[src/rtl/pla_pkg.sv]
package pla_pkg;

  typedef enum logic [1:0] {
    LIT_OMIT = 2'b00,
    LIT_TRUE = 2'b01,
    LIT_COMP = 2'b10,
    LIT_KILL = 2'b11
  } lit_code_e;

  // One literal of a product term: does the input value let the term through?
  function automatic logic lit_pass(input lit_code_e code, input logic x);
    case (code)
      LIT_OMIT: return 1'b1;
      LIT_TRUE: return x;
      LIT_COMP: return ~x;
      default:  return 1'b0;
    endcase
  endfunction

  // Fenced mode: term t belongs to output o when t / grp == o.
  function automatic bit in_group(input int t, input int o, input int grp);
    return (t / grp) == o;
  endfunction

endpackage

[src/rtl/pla_cfg_store.sv]
module pla_cfg_store #(
  parameter int N_IN   = 3,
  parameter int N_TERM = 5,
  parameter int N_OUT  = 4,
  parameter int ADDR_W = 4,
  parameter int DATA_W = 6
) (
  input  logic                     clk,
  input  logic                     rst_n,
  input  logic                     cfg_we,
  input  logic [ADDR_W-1:0]        cfg_addr,
  input  logic [DATA_W-1:0]        cfg_wdata,
  input  logic [ADDR_W-1:0]        cfg_raddr,
  output logic [DATA_W-1:0]        cfg_rdata,
  output logic [N_TERM*2*N_IN-1:0] and_flat,
  output logic [N_OUT*N_TERM-1:0]  or_flat,
  output logic                     cfg_valid
);
  localparam int PW   = 2 * N_IN;
  localparam int ROWS = N_TERM + N_OUT;

  logic [ROWS-1:0] loaded_q;
  logic            addr_ok;
  logic [ROWS-1:0] wr_onehot;

  assign addr_ok   = {1'b0, cfg_addr} < (ADDR_W + 1)'(ROWS);
  assign wr_onehot = ROWS'(1) << cfg_addr;

  always_ff @(posedge clk or negedge rst_n) begin
    if (!rst_n) begin
      and_flat <= '0;
      or_flat  <= '0;
      loaded_q <= '0;
    end else if (cfg_we && addr_ok) begin
      for (int r = 0; r < N_TERM; r++)
        if (cfg_addr == ADDR_W'(r)) and_flat[r*PW +: PW] <= cfg_wdata[PW-1:0];
      for (int o = 0; o < N_OUT; o++)
        if (cfg_addr == ADDR_W'(N_TERM + o)) or_flat[o*N_TERM +: N_TERM] <= cfg_wdata[N_TERM-1:0];
      loaded_q <= loaded_q | wr_onehot;
    end
  end

  assign cfg_valid = &loaded_q;

  always_comb begin
    cfg_rdata = '0;
    for (int r = 0; r < N_TERM; r++)
      if (cfg_raddr == ADDR_W'(r)) cfg_rdata = DATA_W'(and_flat[r*PW +: PW]);
    for (int o = 0; o < N_OUT; o++)
      if (cfg_raddr == ADDR_W'(N_TERM + o)) cfg_rdata = DATA_W'(or_flat[o*N_TERM +: N_TERM]);
  end


  valid_hold_chk: assert property (@(posedge clk) disable iff (!rst_n)
    cfg_valid |=> cfg_valid);


  mask_grow_chk: assert property (@(posedge clk) disable iff (!rst_n)
    cfg_we |=> ((loaded_q & $past(loaded_q)) == $past(loaded_q)));


  bad_addr_chk: assert property (@(posedge clk) disable iff (!rst_n)
    (cfg_we && !addr_ok) |=> ($stable(loaded_q) && $stable(and_flat) && $stable(or_flat)));

endmodule

[src/rtl/pla_and_plane.sv]
module pla_and_plane #(
  parameter int N_IN   = 3,
  parameter int N_TERM = 5
) (
  input  logic                     clk,
  input  logic                     rst_n,
  input  logic [N_TERM*2*N_IN-1:0] and_flat,
  input  logic [N_IN-1:0]          pla_in,
  output logic [N_TERM-1:0]        term_hit
);
  import pla_pkg::*;
  localparam int PW = 2 * N_IN;

  for (genvar t = 0; t < N_TERM; t++) begin : g_term
    logic [N_IN-1:0] lit_ok;
    logic [N_IN-1:0] lit_killed;
    for (genvar i = 0; i < N_IN; i++) begin : g_lit
      assign lit_ok[i]     = lit_pass(lit_code_e'(and_flat[t*PW + 2*i +: 2]), pla_in[i]);
      assign lit_killed[i] = and_flat[t*PW + 2*i] & and_flat[t*PW + 2*i + 1];
    end
    assign term_hit[t] = &lit_ok;


    kill_code_chk: assert property (@(posedge clk) disable iff (!rst_n)
      term_hit[t] |-> (lit_killed == '0));
  end

endmodule

[src/rtl/pla_or_plane.sv]
module pla_or_plane #(
  parameter int N_TERM    = 5,
  parameter int N_OUT     = 4,
  parameter int PAL_GROUP = 4
) (
  input  logic                    clk,
  input  logic                    rst_n,
  input  logic [N_OUT*N_TERM-1:0] or_flat,
  input  logic [N_TERM-1:0]       term_hit,
  input  logic                    pal_mode,
  output logic [N_OUT-1:0]        or_raw
);
  import pla_pkg::*;

  for (genvar o = 0; o < N_OUT; o++) begin : g_out
    logic [N_TERM-1:0] grp_mask;
    logic [N_TERM-1:0] use_mask;
    for (genvar t = 0; t < N_TERM; t++) begin : g_bit
      localparam bit IN_GRP = in_group(t, o, PAL_GROUP);
      assign grp_mask[t] = IN_GRP;
      assign use_mask[t] = or_flat[o*N_TERM + t] & (~pal_mode | IN_GRP);
    end
    assign or_raw[o] = |(term_hit & use_mask);


    pal_fence_chk: assert property (@(posedge clk) disable iff (!rst_n)
      (pal_mode && ((term_hit & grp_mask) == '0)) |-> !or_raw[o]);
  end

endmodule

[src/rtl/pla_personality_eval.sv]
module pla_personality_eval #(
  parameter int N_IN      = 3,
  parameter int N_TERM    = 5,
  parameter int N_OUT     = 4,
  parameter int PAL_GROUP = 4,
  parameter int ADDR_W    = $clog2(N_TERM + N_OUT),
  parameter int DATA_W    = (2 * N_IN > N_TERM) ? 2 * N_IN : N_TERM
) (
  input  logic              clk,
  input  logic              rst_n,
  input  logic              cfg_we,
  input  logic [ADDR_W-1:0] cfg_addr,
  input  logic [DATA_W-1:0] cfg_wdata,
  input  logic [ADDR_W-1:0] cfg_raddr,
  output logic [DATA_W-1:0] cfg_rdata,
  output logic              cfg_valid,
  input  logic              pal_mode,
  input  logic [N_IN-1:0]   pla_in,
  output logic [N_OUT-1:0]  pla_out
);
  logic [N_TERM*2*N_IN-1:0] and_flat;
  logic [N_OUT*N_TERM-1:0]  or_flat;
  logic [N_TERM-1:0]        term_hit;
  logic [N_OUT-1:0]         or_raw;

  pla_cfg_store #(
    .N_IN(N_IN), .N_TERM(N_TERM), .N_OUT(N_OUT), .ADDR_W(ADDR_W), .DATA_W(DATA_W)
  ) u_store (
    .clk(clk), .rst_n(rst_n), .cfg_we(cfg_we), .cfg_addr(cfg_addr),
    .cfg_wdata(cfg_wdata), .cfg_raddr(cfg_raddr), .cfg_rdata(cfg_rdata),
    .and_flat(and_flat), .or_flat(or_flat), .cfg_valid(cfg_valid)
  );

  pla_and_plane #(.N_IN(N_IN), .N_TERM(N_TERM)) u_and (
    .clk(clk), .rst_n(rst_n), .and_flat(and_flat), .pla_in(pla_in), .term_hit(term_hit)
  );

  pla_or_plane #(.N_TERM(N_TERM), .N_OUT(N_OUT), .PAL_GROUP(PAL_GROUP)) u_or (
    .clk(clk), .rst_n(rst_n), .or_flat(or_flat), .term_hit(term_hit),
    .pal_mode(pal_mode), .or_raw(or_raw)
  );

  assign pla_out = cfg_valid ? or_raw : '0;


  hold_zero_chk: assert property (@(posedge clk) disable iff (!rst_n)
    !cfg_valid |-> (pla_out == '0));

endmodule

[config.mk]
export PLATFORM = sky130hd
export DESIGN_NAME = pla_personality_eval
export DESIGN_NICKNAME = d
export VERILOG_FILES = /design/src/rtl/pla_pkg.sv /design/src/rtl/pla_cfg_store.sv /design/src/rtl/pla_and_plane.sv /design/src/rtl/pla_or_plane.sv /design/src/rtl/pla_personality_eval.sv
export SDC_FILE = /design/constraint.sdc
export NUM_CORES = 1
export LEC_CHECK = 0
export BUFFER_PORTS_ARGS = -buffer_cell sky130_fd_sc_hd__buf_2
export CORE_UTILIZATION = 45
export CTS_CLUSTER_SIZE = 16
export DETAILED_ROUTE_END_ITERATION = 10
export GPL_TIMING_DRIVEN = 0
export PLACE_DENSITY_LB_ADDON = 0.05
export SLEW_MARGIN = 30
export SYNTH_ARGS = -nofsm -noshare
export SYNTH_HDL_FRONTEND = slang
export SYNTH_SLANG_ARGS = --single-unit
[constraint.sdc]
create_clock -name clk -period 3.6 [get_ports clk]
set_input_delay 0.36 -clock clk [delete_from_list [all_inputs] [get_ports clk]]
set_output_delay 0.36 -clock clk [all_outputs]
set_load 0.03 [all_outputs]
Word-level counts from Yosys, hierarchy flattened
Index checks and enable logic that the tools add are counted.
{ "totals": {"regBits": 59, "inputBits": 21, "out_inout_bits": 11, "wordCells": 144} }
{ "op_classes": {"n_lt_le_gt_ge": 1, "eq_ne": 46, "shift": 1, "muxes": 25, "n_bitwise": 24, "reduce_logical": 37} }
{ "op_table": {"columns": ["operator", "n"], "rows": [
  ["6-bit 2-to-1 mux", 9],
  ["1-bit case mux with 3 select lines", 15],
  ["4-bit by 3-bit == test with 1-bit output (second input constant)", 8],
  ["2-bit by 1-bit == test with 1-bit output (second input constant)", 15],
  ["2-bit == test (second input constant)", 15],
  ["2-bit zero test", 15],
  ["5-bit bitwise AND", 4],
  ["5-bit OR reduction", 4],
  ["2-bit AND reduction", 9],
  ["4-bit by 2-bit == test with 1-bit output (second input constant)", 4],
  ["1-bit bitwise AND", 15],
  ["3-bit AND reduction", 5],
  ["9-bit bitwise OR", 1],
  ["9-bit AND reduction", 1],
  ["1-bit by 4-bit << shifter with 9-bit output (first input constant)", 1],
  ["4-bit by 1-bit == test with 1-bit output (second input constant)", 2],
  ["4-bit == test (second input constant)", 2],
  ["4-bit zero test", 2],
  ["4-bit < comparator (second input constant)", 1],
  ["4-bit 2-to-1 mux", 1],
  ["1-bit NOT", 4],
  ["1-bit logical AND", 1]
]} }

Depth between registers and ports, before layout
Gate-level depths: netlist of run 1.
{ "depth": {"ltp_word": 10, "ltp_mapped": 7, "depth_no_buf": 5} }

By module
From an unflattened synthesis of run 1, not the netlist that was laid out.
{ "hier_totals": {"cells_unflattened": 273, "area_unflattened_um2": 3138.0} }
{ "modules_own_cells": {"columns": ["module", "instances", "cells_per_inst", "area_each_um2", "seq_area_each_um2"], "rows": [
  ["pla_cfg_store", 1, 232, 2787.7, 1476.4],
  ["pla_and_plane", 1, 23, 215.2, 0.0],
  ["pla_or_plane", 1, 14, 110.1, 0.0],
  ["pla_personality_eval", 1, 4, 25.0, 0.0]
]} }

Least setup slack after synthesis of run 1
Ideal clock, no wire load.
{ "synth_timing": {"kind": "reg-to-output", "start": "register u_store.loaded_q[1]", "end": "output port pla_out[2]", "t_arrival_ns": 1.929, "required_ns": 3.240, "path_slack_ns": 1.311, "path_stages_with_launch": 5, "path_buffers": 0, "path_cell_list": "dfrtp_1 -> nand4_1 -> nor3_1 -> nand2_1 -> a31oi_1"} }
{ "synth_between": {"elab_chain_len": 2} }
{ "synth_lines": {"columns": ["item", "line_no", "source"], "rows": [
  ["from (decl)", "pla_cfg_store.sv:22", "logic [ROWS-1:0] loaded_q;"],
  ["from (signal assigned)", "pla_cfg_store.sv:39", "loaded_q <= loaded_q | wr_onehot;"],
  ["9-bit AND reduction", "pla_cfg_store.sv:43", "assign cfg_valid = &loaded_q;"],
  ["net cfg_valid", "pla_personality_eval.sv:16", "output logic cfg_valid,"],
  ["4-bit 2-to-1 mux", "pla_personality_eval.sv:43", "assign pla_out = cfg_valid ? or_raw : '0;"],
  ["to (decl)", "pla_personality_eval.sv:19", "output logic [N_OUT-1:0] pla_out"]
]} }
The timed path passes the listed nets, and every way through them passes these cells.

Worst setup path in the final report of run 1
{ "layout_timing": {"start": "input port cfg_raddr[1]", "end": "output port cfg_rdata[4]"} }
{ "layout_between": {"elab_chain_len": 10, "word_cells_on_any_way": 18, "classes_between": "eq/ne (8); mux (9); reduce/logical (1)"} }
{ "layout_lines": {"columns": ["item", "line_no", "source"], "rows": [
  ["from (decl)", "pla_personality_eval.sv:14", "input logic [ADDR_W-1:0] cfg_raddr,"],
  ["4-bit zero test", "pla_cfg_store.sv:48", "if (cfg_raddr == ADDR_W'(r)) cfg_rdata = DATA_W'(and_flat[r*PW +: PW]);"],
  ["6-bit 2-to-1 mux (5 in a row)", "pla_cfg_store.sv:48", null],
  ["6-bit 2-to-1 mux (3 in a row)", "pla_cfg_store.sv:50", "if (cfg_raddr == ADDR_W'(N_TERM + o)) cfg_rdata = DATA_W'(or_flat[o*N_TERM +: N_TERM]);"],
  ["6-bit 2-to-1 mux (*)", "pla_cfg_store.sv:50", null],
  ["to (decl)", "pla_personality_eval.sv:15", "output logic [DATA_W-1:0] cfg_rdata,"]
]} }
Mark *: on every way between the ends. The rest lies on a longest branch, timed or not.

==> results of run 1 <==
==> final cells by class <==
class / count / area, µm²
fillers: 626 / 3188
multi-input cells: 186 / 1584
flip-flops and latches: 59 / 1476
clock buffers: 11 / 141.4
repair buffers: 25 / 127.6
well taps: 96 / 120.1
plain buffers: 14 / 96.34
clock inverters: 5 / 52.55
inverters: 2 / 7.507
==> synth_stat cells (all sizes together) <==
library cell,instances,area share [%]
nand2b,6,1.4
a31oi,6,1.2
or2,6,1.2
a22oi,8,1.9
a21boi,6,1.4
mux4,2,1.4
nand4,1,0.20
dfrtp,59,47
nor2b,1,0.20
mux2,50,18
nor3,5,0.79
clkbuf,4,0.87
nor2,14,2.4
o32a,4,1.4
buf,10,2.2
a22o,2,0.55
a221oi,1,0.47
and3,6,1.3
a211o,4,1.3
inv,2,0.24
o31ai,1,0.24
o21ai,15,2.4
a32o,1,0.32
mux2i,16,5.1
nand3,4,0.79
and3b,1,0.40
a21oi,5,0.79
nand3b,3,1.3
nor3b,4,2.0
nand2,13,1.5
o211ai,1,0.24
==> placed cells by master, fill, tap and decap left out, drive strengths merged, types with 8 or more instances in the layout <==
master	instances
o21ai	15
a22oi	8
mux2i	16
mux2	50
buf	35
clkbuf	15
dfrtp	59
nor2	14
nand2	13
==> power breakdown <==
part           internal [W]  total [W]  switching, W
Combinational      0.000225   0.000435      0.000210
Clock              0.000335   0.000600      0.000265
Sequential         0.000813   0.000938      0.000126
==> flip-flops by register name, summed over array words and instances (netlist names) <==
register / flops
u_store.and_flat: 30
u_store.loaded_q: 9
u_store.or_flat: 20
==> routing by layer <==
layer | global-route usage (%) | wire (µm) | vias up
met2 | 34.04 | 3369 | 49
met5 | 0 | 0 | -
li1 | - | - | 1045
met1 | 32.84 | 3823 | 1145
met3 | 3.850 | 235 | 13
met4 | 9.545 | 125 | 0
==> stage by stage <==
stage                     area [µm²]  util (%)  power [W]
after global placement          3410     50.18   0.001374
final                           3606     53.08   0.001973
after CTS                       3606     53.08   0.001986
after global routing            3606     53.08   0.002074
after detailed placement        3412     50.22   0.001381
after floorplan                 3164         -   0.001231
==> how the worst min path moves through the flow <==
stage,start,end
3_5_place_dp,u_store.loaded_q[5]$_DFFE_PN0P_,u_store.loaded_q[5]$_DFFE_PN0P_
3_3_place_gp,u_store.loaded_q[0]$_DFFE_PN0P_,u_store.loaded_q[0]$_DFFE_PN0P_
5_1_grt,rst_n,u_store.and_flat[14]$_DFFE_PN0P_
6_report,rst_n,u_store.and_flat[15]$_DFFE_PN0P_
4_1_cts,rst_n,u_store.and_flat[14]$_DFFE_PN0P_
2_1_floorplan,rst_n,u_store.and_flat[0]$_DFFE_PN0P_
==> logic make-up after synthesis <==
group	count (synthesis)	synth area share (%)
AO/OA/AOI/OAI	54	12.18
buffers and inverters	16	3.282
flip-flops	59	46.66
AND/OR/NAND/NOR	64	13.60
multiplexers	68	24.28
==> run metrics, run 1 <==
run status completed; data arrival at the endpoint of the critical path 1950 ps; synthesized net count 282; Achievable Freq 432.6 MHz; number of buffers and inverters on the critical path 3; max-slew violation count 0; Final period util 64.21%; H-tree lvl count 3; routed via count divided by cell count 5.658; Clock Skew 0 ps; post-detailed-route count of antenna-violating nets 0; antenna violations before repair 0; worst rel slew slack 48.45%; Die X 85.86 µm; hold crit path type input port to async pin; critical path depth 8; mapped cell area 3164 µm²; detailed router's first-iteration violation count between 100 and 150; CTS sink cnt between 50 and 60; number of endpoints with negative hold slack in the final report 0; worst hold slack about 90 ps; DRC errors left 0; clock-pin slew of the registers on the worst-case setup and hold paths 70 ps; source of the critical timing path cfg_raddr[1]; global-route total usage across every layer about 23%; largest buffer count on any clock path 2; final setup TNS 0 ps; power per cell area between 500 and 600 nW/µm²; required arrival time at the worst endpoint around 3200 ps; initial cell density of the core 46.57%; non-filler instance count after layout 398; worst slack, placed 1326 ps; part of the Yosys area used for sequential elements 46.66%; TritonCTS Buffers 9; standard cell core area 6794 µm²; chip height ~86 µm; post-CTS sizing 0; Area Overhead vs Synth 13.96%; Routability Congestion 0.8601; worst stage delay on the critical path 370 ps; number of setup violations in the final report 0; crit path setup slack, layout 1288 ps; cell breakdown of the critical path buf_2, buf_4, nor2_2, a22oi_1, o32a_2, a31oi_1, a211o_2, buf_2; Pre-Repair DR Iteration Count 4; crit-path max FO 10; CP max stage cell sky130_fd_sc_hd__nor2_2; Netlist cell types 44; clk_lat worst skew 330 ps; placed cell count 382; number of warnings printed during yosys synthesis 0; worst reg2reg path endpoint u_store.or_flat[2]$_DFFE_PN0P_; library cell used as clock root buffer sky130_fd_sc_hd__clkbuf_8; synthesized instance count between 200 and 300; Wirelength per Cell 18.98 µm; die outline area between 7000 and 8000 µm²; critical path type input port to primary output; # rows 30; total of flip-flops plus latches after synthesis 59; number of global-route vias before repair 2289; clock tree from TritonCTS done; fraction of layout instances using a drive strength above 1 between 40% and 50%; max-cap violations 0; crit path time final 2312 ps; reg2reg path depth 1; dominant delay contributor by cell family on the critical path compound AO/OA/AOI/OAI gates; total congestion overflow 0; Setup crit end kind primary output; largest net degree at the start of global routing 60; crit path launch type input port; worst-case register-to-register setup slack 2790 ps; count of buffers added by post-CTS timing repair for setup 0; half-perimeter wire length after placement 5.418 mm; buffers added on ports 25; last element of the critical path cfg_rdata[4]; I/O pin total 32; mean area per synthesized cell 12.12 µm²; global-route wire length before repair 12.32 mm; origin of the critical flop-to-flop path u_store.or_flat[2]$_DFFE_PN0P_; maximum resistive drop on vdd 0.2049 mV; total vias in the final route 2252; cts-stage hold buffer count 0; Antenna diodes 0; Detailed Route WL 7.554 mm; critical path's most frequent cell sky130_fd_sc_hd__buf_2; unrepaired setup endpoints after global routing no; slew at the pin with the worst max-slew slack just under 800 ps; static leakage 1.604 nW; # nets final 318
Note: power is estimated with default switching activity, not from simulation.
==> inputs of run 2 (changes only) <==
Clock period 3.6 ns to 1.9 ns, I/O delays scaled along.
==> run metrics, run 2 (synthesis results as in run 1) <==
unrepaired setup endpoints after global routing yes; I/O pin total 32; routed via count divided by cell count 5.651; crit path launch type register; chip height 85.86 µm; DRC errors left 0; Achievable Freq roughly 520 MHz; standard cell core area approximately 6800 µm²; # nets final around 320; Antenna diodes 0; non-filler instance count after layout 404; required arrival time at the worst endpoint 1710 ps; slew at the pin with the worst max-slew slack 750.6 ps; Pre-Repair DR Iteration Count 4; half-perimeter wire length after placement 5.528 mm; crit path setup slack, layout -39.66 ps; global-route total usage across every layer a little under a quarter; run status finished with violations; final setup TNS -39.66 ps; total of fill cells in the finished design 572; Routability Congestion 0.8583; largest registers u_store.and_flat x30, u_store.or_flat x20, u_store.loaded_q x9; TritonCTS Buffers 9; Final period util 102.1%; placed cell count 382; initial cell density of the core 46.57%; footprint of the multi-input gates 1667 µm²; detailed router's first-iteration violation count between 100 and 150; hold crit path type input port to register; largest net degree at the start of global routing 60; maximum resistive drop on vdd between 0.5 and 0.6 mV; Die X 85.86 µm; switching power share of the total 28.70%; clk_lat worst skew 340 ps; Area Overhead vs Synth 20.52%; fraction of layout instances using a drive strength above 1 49.68%; H-tree lvl count 3; max-slew violation count 0; max-cap violations 0; library cell used as clock root buffer sky130_fd_sc_hd__clkbuf_8; static leakage 1.667 nW; data arrival at the endpoint of the critical path 1750 ps; global-route wire length before repair 12.51 mm; failing checks negative setup slack; Setup crit end kind primary output; post-detailed-route count of antenna-violating nets 0; largest buffer count on any clock path 2; total congestion overflow 0; Largest Register u_store.and_flat; final design utilization a little under three fifths; clock tree from TritonCTS done; combinational group share of total power 23.2%; max reg flops 30; number of endpoints with negative hold slack in the final report 0; number of setup violations in the final report 1; number of global-route vias before repair 2273; portion of total power attributed to the clock network 33.9%; most common cell after layout, fill and taps aside sky130_fd_sc_hd__dfrtp_1; # rows 30; most used cells in the layout excluding fill and tap cells 59 x sky130_fd_sc_hd__dfrtp_1, 49 x sky130_fd_sc_hd__mux2_2, 19 x sky130_fd_sc_hd__buf_2, 18 x sky130_fd_sc_hd__buf_4, 15 x sky130_fd_sc_hd__mux2i_1; register area 1476 µm²; worst rel slew slack approximately half; total vias in the final route 2283; CTS sink cnt 59; Wirelength per Cell a little under 20 µm; Clock Skew 0 ps; cell-internal power a little under 0.003 W; total net switching power 0.001188 W; Detailed Route WL 7.898 mm; critical path type register to primary output; power per cell area between 1000 and 1500 nW/µm²; crit path time final slightly below 2000 ps; crit-path max FO 4; antenna violations before repair 0; die outline area approximately 7400 µm²; Seq pwr share 42.9%; clock-pin slew of the registers on the worst-case setup and hold paths 70 ps; buffers added on ports 25
## run 2: cell count changes in the layout (fill, tap and decap cells not counted), sizes merged
| cell | change |
|---|---|
| clkinvlp | -1 |
| clkinv | -1 |
| dlygate4sd3 | +1 |
| buf | +5 |
| bufinv | +2 |
## run 2: final cells by class
type	instances	area share [%]
Clock buffer	11	3.707
Tap cell	96	3.150
Inverter	2	0.1969
Buffer	14	2.526
Clock inverter	5	2.625
Sequential cell	59	38.71
Multi-Input combinational cell	186	43.70
Timing Repair Buffer	31	5.381
## run 2: critical path, stage by stage (launching register included)
cell and delay [ps]:
sky130_fd_sc_hd__dfrtp_1 420, sky130_fd_sc_hd__mux2i_2 220, sky130_fd_sc_hd__and3_4 270, sky130_fd_sc_hd__a22o_1 150
sky130_fd_sc_hd__o21ai_1 60, sky130_fd_sc_hd__a21boi_1 120, sky130_fd_sc_hd__buf_4 170
## run 2: power by group through the flow
| stage | clock, W | sequential [W] | combinational [W] |
|---|---|---|---|
| after global placement | 0 | 0.00178 | 0.000823 |
| after floorplan | 0 | 0.00170 | 0.000633 |
| after global routing | 0.00147 | 0.00181 | 0.00103 |
| after detailed placement | 0 | 0.00179 | 0.000838 |
| final | 0.00140 | 0.00178 | 0.000961 |
| after CTS | 0.00143 | 0.00176 | 0.000917 |
## run 2: stage by stage
step | hold slack (ps) | instance area, µm² | setup WS (ps) | total power (W)
after floorplan | -105.6 | 3169 | 94.00 | 0.002336
after global placement | 452.9 | 3415 | -53.40 | 0.002606
after detailed placement | 315.2 | 3417 | -12.34 | 0.002626
after CTS | 123.4 | 3741 | -29.17 | 0.004105
after global routing | 139.2 | 3814 | -86.08 | 0.004314
final | 128.5 | 3814 | -39.66 | 0.004139
## run 2: final timing paths
| kind | startpoint | end | slack (ps) | cells after the start |
|---|---|---|---|---|
| max in group asynchronous | rst_n | u_store.or_flat[4]$_DFFE_PN0P_ | 940 | 2 |
| hold reg to reg | u_store.loaded_q[2]$_DFFE_PN0P_ | u_store.loaded_q[2]$_DFFE_PN0P_ | 460 | 1 |
| hold / removal | cfg_wdata[5] | u_store.and_flat[29]$_DFFE_PN0P_ | 130 | 2 |
| setup reg to reg | u_store.and_flat[28]$_DFFE_PN0P_ | u_store.and_flat[28]$_DFFE_PN0P_ | 880 | 3 |
| setup / recovery | u_store.and_flat[15]$_DFFE_PN0P_ | pla_out[1] | -40 | 6 |
| min in group asynchronous | rst_n | u_store.and_flat[14]$_DFFE_PN0P_ | 470 | 2 |
## run 2: per-layer routing
metal,vias to the layer above,global-route usage (%),share of wire [%]
li1,1060,-,-
met1,1152,32.50,48
met2,57,35.71,46
met3,14,4.427,4.0
met4,0,10.45,1.7
met5,-,0,0
## run 2: repair_timing
action                                  in CTS  in global routing
hold buffers                                 1                  0
endpoints found under the setup margin       7                  9
resized for setup                           17                 21
pin swaps                                    7                  7
setup buffers                                4                  1
endpoints found under the hold margin       59                  0
